$ cat src/rtl/dircd_pkg.sv
package dircd_pkg;

    // Band of one axis sample relative to the two thresholds
    typedef enum logic [1:0] {
        BAND_NEUTRAL = 2'b00,
        BAND_LOW     = 2'b01,
        BAND_HIGH    = 2'b10
    } band_e;

endpackage

$ cat src/rtl/dircd_band.sv
module dircd_band
    import dircd_pkg::*;
#(
    parameter int DW = 16
) (
    input  logic [DW-1:0] sample,
    input  logic [DW-1:0] thr_int,
    input  logic [DW-1:0] thr_ext,
    output band_e         band
);

    logic above_ext;
    logic below_int;

    always_comb begin
        above_ext = $signed(sample) > $signed(thr_ext);
        below_int = $signed(sample) < $signed(thr_int);
        if (above_ext)
            band = BAND_HIGH;
        else if (below_int)
            band = BAND_LOW;
        else
            band = BAND_NEUTRAL;
    end

endmodule

$ cat src/rtl/dircd_history.sv
module dircd_history #(
    parameter int NAX = 3,
    localparam int VW = 2 * NAX
) (
    input  logic           clk,
    input  logic           rst_n,
    input  logic           smp_vld,
    input  logic [VW-1:0]  band_vec,
    input  logic [NAX-1:0] axis_en,
    output logic           changed
);

    typedef struct packed {
        logic [VW-1:0] prev;
    } hist_t;

    hist_t         hist_d, hist_q;
    logic [VW-1:0] en_mask;

    always_comb begin
        for (int i = 0; i < NAX; i++) begin
            en_mask[2*i]   = axis_en[i];
            en_mask[2*i+1] = axis_en[i];
        end
        changed = |((band_vec ^ hist_q.prev) & en_mask);
        hist_d  = hist_q;
        if (smp_vld)
            hist_d.prev = band_vec;
    end

    always_ff @(posedge clk or negedge rst_n) begin
        if (!rst_n)
            hist_q <= '0;
        else
            hist_q <= hist_d;
    end

    AST_HIST_HOLD: assert property (@(posedge clk) disable iff (!rst_n)
        !smp_vld |=> $stable(hist_q));

endmodule

$ cat src/rtl/dircd_source.sv
module dircd_source #(
    parameter int NAX = 3
) (
    input  logic           clk,
    input  logic           rst_n,
    input  logic           smp_vld,
    input  logic           changed,
    input  logic [NAX-1:0] lo_raw,
    input  logic [NAX-1:0] hi_raw,
    input  logic [NAX-1:0] axis_en,
    input  logic           latch_en,
    input  logic           ack_rd,
    output logic           act,
    output logic [NAX-1:0] lo,
    output logic [NAX-1:0] hi
);

    typedef struct packed {
        logic           act;
        logic [NAX-1:0] lo;
        logic [NAX-1:0] hi;
    } src_t;

    src_t src_d, src_q;
    logic ack_clr;
    logic frozen;

    always_comb begin
        ack_clr = latch_en && ack_rd;
        frozen  = latch_en && src_q.act && !ack_rd;
        src_d   = src_q;
        if (smp_vld && !frozen) begin
            src_d.act = changed;
            src_d.lo  = lo_raw & axis_en;
            src_d.hi  = hi_raw & axis_en;
        end else if (ack_clr) begin
            src_d = '0;
        end
    end

    always_ff @(posedge clk or negedge rst_n) begin
        if (!rst_n)
            src_q <= '0;
        else
            src_q <= src_d;
    end

    assign act = src_q.act;
    assign lo  = src_q.lo;
    assign hi  = src_q.hi;

    AST_ACK_CLEAR: assert property (@(posedge clk) disable iff (!rst_n)
        latch_en && ack_rd && !smp_vld |=> src_q == '0);

    AST_LATCH_HOLD: assert property (@(posedge clk) disable iff (!rst_n)
        latch_en && src_q.act && !ack_rd |=> $stable(src_q));

    AST_IDLE_HOLD: assert property (@(posedge clk) disable iff (!rst_n)
        !smp_vld && !(latch_en && ack_rd) |=> $stable(src_q));

    AST_DIS_AXIS: assert property (@(posedge clk) disable iff (!rst_n)
        smp_vld && !frozen |=> ((src_q.lo | src_q.hi) & ~$past(axis_en)) == '0);

    AST_LOHI_EXCL: assert property (@(posedge clk) disable iff (!rst_n)
        (src_q.lo & src_q.hi) == '0);

endmodule

$ cat src/rtl/dircd_top.sv
module dircd_top
    import dircd_pkg::*;
#(
    parameter int DW = 16
) (
    input  logic          clk,
    input  logic          rst_n,
    input  logic          smp_vld,
    input  logic [DW-1:0] smp_x,
    input  logic [DW-1:0] smp_y,
    input  logic [DW-1:0] smp_z,
    input  logic [DW-1:0] thr_int,
    input  logic [DW-1:0] thr_ext,
    input  logic [2:0]    axis_en,
    input  logic          irq_en,
    input  logic          latch_en,
    input  logic          ack_rd,
    output logic          src_active,
    output logic [2:0]    src_lo,
    output logic [2:0]    src_hi,
    output logic          irq
);

    localparam int NAX = 3;
    localparam int VW  = 2 * NAX;

    logic [DW-1:0]  samples [NAX];
    band_e          band    [NAX];
    logic [VW-1:0]  band_vec;
    logic [NAX-1:0] lo_raw;
    logic [NAX-1:0] hi_raw;
    logic           changed;

    assign samples[0] = smp_x;
    assign samples[1] = smp_y;
    assign samples[2] = smp_z;

    for (genvar a = 0; a < NAX; a++) begin : g_axis
        dircd_band #(.DW(DW)) u_band (
            .sample  (samples[a]),
            .thr_int (thr_int),
            .thr_ext (thr_ext),
            .band    (band[a])
        );
        assign band_vec[2*a +: 2] = band[a];
        assign lo_raw[a] = (band[a] == BAND_LOW);
        assign hi_raw[a] = (band[a] == BAND_HIGH);
    end

    dircd_history #(.NAX(NAX)) u_hist (
        .clk      (clk),
        .rst_n    (rst_n),
        .smp_vld  (smp_vld),
        .band_vec (band_vec),
        .axis_en  (axis_en),
        .changed  (changed)
    );

    dircd_source #(.NAX(NAX)) u_src (
        .clk      (clk),
        .rst_n    (rst_n),
        .smp_vld  (smp_vld),
        .changed  (changed),
        .lo_raw   (lo_raw),
        .hi_raw   (hi_raw),
        .axis_en  (axis_en),
        .latch_en (latch_en),
        .ack_rd   (ack_rd),
        .act      (src_active),
        .lo       (src_lo),
        .hi       (src_hi)
    );

    assign irq = src_active && irq_en;

endmodule

$ cat config.mk
export PLATFORM = sky130hd
export DESIGN_NAME = dircd_top
export DESIGN_NICKNAME = d
export VERILOG_FILES = /design/src/rtl/dircd_pkg.sv /design/src/rtl/dircd_band.sv /design/src/rtl/dircd_history.sv /design/src/rtl/dircd_source.sv /design/src/rtl/dircd_top.sv
export SDC_FILE = /design/constraint.sdc
export NUM_CORES = 1
export LEC_CHECK = 0
export ABC_CLOCK_PERIOD_IN_PS = 1400
export BUFFER_PORTS_ARGS = -buffer_cell sky130_fd_sc_hd__buf_2
export CORE_MARGIN = 1.5
export CORE_UTILIZATION = 35
export CTS_CLUSTER_SIZE = 8
export DETAILED_ROUTE_END_ITERATION = 8
export GPL_TIMING_DRIVEN = 1
export PLACE_DENSITY_LB_ADDON = 0.15
export SLEW_MARGIN = 10
export SYNTH_ARGS = -nofsm -noshare
export SYNTH_HDL_FRONTEND = slang
export SYNTH_SLANG_ARGS = --single-unit
$ cat constraint.sdc
create_clock -name clk -period 1.4 [get_ports clk]
set_input_delay 0.14 -clock clk [delete_from_list [all_inputs] [get_ports clk]]
set_output_delay 0.14 -clock clk [all_outputs]
set_load 0.01 [all_outputs]
==> run metrics <==
largest net degree at the start of global routing 14; Post-Syn Area 0.00296 mm2; Seq pwr share 18.3%; DRT iter0 DRCs 82; via count 3424; post-DR wirelength/cell 15.9 um; CP Cell Sequence buf_6, inv_4, ha_4, and4_4, nand4_1, or4_4, a32oi_4, buf_4, nor2_2, mux2_4; Synth Area per Inst 8.28 um2; Tcrit/Tclk final 145%; detailed placement HPWL 8680 um; vias in the first global route 3371; die footprint 0.00903 mm2; Final setup viols 13; Worst setup SP type primary input; pwr dens 479 mW/mm2; CP max stage delay 0.50 ns; Buf/Inv on CP 3; Comb pwr share 68.9%; total power 0.00255 W; Layout fillers 703; synth top area cells ha_1 (39%), dfrtp_1 (11%), inv_1 (6.0%), a21oi_1 (4.1%), nand2_1 (2.8%); Worst-Skew Late Latency 0.24 ns; Clock Tree Root clkbuf_8; worst hold path class primary input to register; Syn Nets 540; Max-Cap Viols 0; fmax 0.492 GHz; Clock Path Buffers 2; Area Overhead vs Synth 79.7%; DRT Pass-1 Iters 4; yosys warns 0; Die Y 95.0 um; GRT Total Usage 22.3%; endpoints failing hold 0; Routed Antenna Nets 0; setup TNS -5.01 ns; top cells by count, synth ha_1 (93), inv_1 (47), a21oi_1 (24); Initial Utilization 36.1%; Sw Share 39.0%; share of cells above drive strength 1 53.8%; EDFF count, synth 0; Setup CP Type primary input to register; area of the multi-input gates 0.00319 mm2; Max FO, Critical Path 3; failing checks setup timing; post-synthesis sequential area ratio 11.0%; Net Sw Power 0.000995 W; unrepaired setup endpoints after global routing true; Clock Sinks 13; drt total wl 10300 um; final hold slack 0.189 ns; clock transition at the registers of the reported paths 0.06 ns; top_reg_cell synth dfrtp_1; CP required 1.53 ns; final worst slack -0.631 ns; PortBufs 96; DRC viols 0; Rel. slew slack 54.6%; final std cells w/o fill 646; Synth top area share 39.3%; Rows 33; Post-Synthesis Cells 358; Slew @ Worst Pin 0.680 ns; slowest CP cell or4_4; DR vias/cell 5.30; clk_skew 0.00521 ns; critical path endpoint category register; CTS H-tree depth 1; Critical Path AT 2.16 ns; RePlAce Congestion 0.874; max-slew violation count 0; Lkg Pwr 2.47 nW; TritonCTS buffer count 3; core region area 0.00822 mm2; IO Pins 97; worst vdd ir 0.379 mV; TritonCTS clock tree yes; register area 325 um2; Die W 95.0 um; most common cell in the synthesized netlist ha_1; Seq cells post-synth 13; Final min period 2.03 ns; first-pass GRT wire length 15800 um; crit-path leading delay family simple AND/OR/NAND/NOR gates; area leader, netlist ha_1; Post-synth ARST share 100%; NumNets Final 724; status finished with violations; initial antenna violation count 0; Congestion Overflow GR 0; distinct cell type count after synthesis 54; n_diodes 0; pre-CTS WS -0.993 ns; Int Pwr 0.00156 W; Clk pwr share 12.8%; placed cell count 635
-- stage by stage --
stage	cell area (um2)	util, %
2_1_floorplan	3530	-
3_3_place_gp	4730	57.5
3_5_place_dp	4730	57.5
4_1_cts	5130	62.5
5_1_grt	5330	64.8
6_report	5330	64.8
-- cell usage in the layout (no fill, tap or decap), types with 15 or more instances in the layout --
cell type and count:
buf_6 29, nand2_1 20, buf_4 72, ha_1 52, nor2_1 15, buf_2 71, inv_1 24, a21oi_1 17
ha_4 41
-- worst reg2reg max path, cell delays in order (launching register included) --
cell	delay, ns
dfrtp_1	0.38
nand2_1	0.09
o21a_1	0.22
nand2_1	0.17
a41oi_2	0.18
nand3_1	0.12
o211ai_1	0.10
-- routing by layer --
| layer | share of wire, % | global-route usage [%] | vias up |
|---|---|---|---|
| met2 | 50 | 40.5 | 88 |
| li1 | - | - | 1734 |
| met1 | 46 | 30.0 | 1594 |
| met3 | 4.0 | 1.83 | 8 |
| met4 | 0.76 | 0.995 | 0 |
| met5 | 0 | 0 | - |
-- power groups by stage --
stage | Clock [W] | Combinational (W) | Sequential [W]
floorplan | 0 | 0.000788 | 0.000479
global placement | 0 | 0.00146 | 0.000467
detailed placement | 0 | 0.00150 | 0.000468
CTS | 0.000337 | 0.00165 | 0.000463
global route | 0.000350 | 0.00193 | 0.000471
finish | 0.000328 | 0.00176 | 0.000466
-- layout make-up --
type	instances	share of cell area, %
Inverter	47	5.43
Clock buffer	4	0.845
Tap cell	105	2.47
Multi-Input combinational cell	297	60.0
Sequential cell	13	6.11
Timing Repair Buffer	180	25.2
-- flip-flops by register name (all words and copies together), names as in the netlist --
signal	count
u_src.act	1
u_src.lo	3
u_hist.hist_q	6
u_src.hi	3
-- final timing paths --
check                      slack, ns  depth (start not counted)                to         from
setup / recovery               -0.63                         10  u_hist.hist_q[4]   thr_int[6]
hold / removal                  0.19                          2       u_src.hi[0]   axis_en[0]
setup reg to reg                0.05                          6         u_src.act    u_src.act
hold reg to reg                 0.48                          2       u_src.lo[1]  u_src.lo[1]
max in group asynchronous       0.86                          2       u_src.lo[1]        rst_n
min in group asynchronous       0.31                          2       u_src.lo[0]        rst_n
-- kinds of logic after synthesis --
group                      synth area share (%)
and+or+nand+nor                            19.9
AOI/OAI and AO/OA                          22.0
adders and majority gates                  39.3
buffers and inverters                      6.08
DFF                                        11.0
muxes                                      1.82
-- repair_timing --
item	4_1_cts	5_1_grt
hold endpoints to repair	13	0
endpoints found under the setup margin	13	13
resized for setup	74	29
hold buffers	1	0
pin swaps	29	24
setup buffers	2	4
Note: power is estimated with default switching activity, not from simulation.
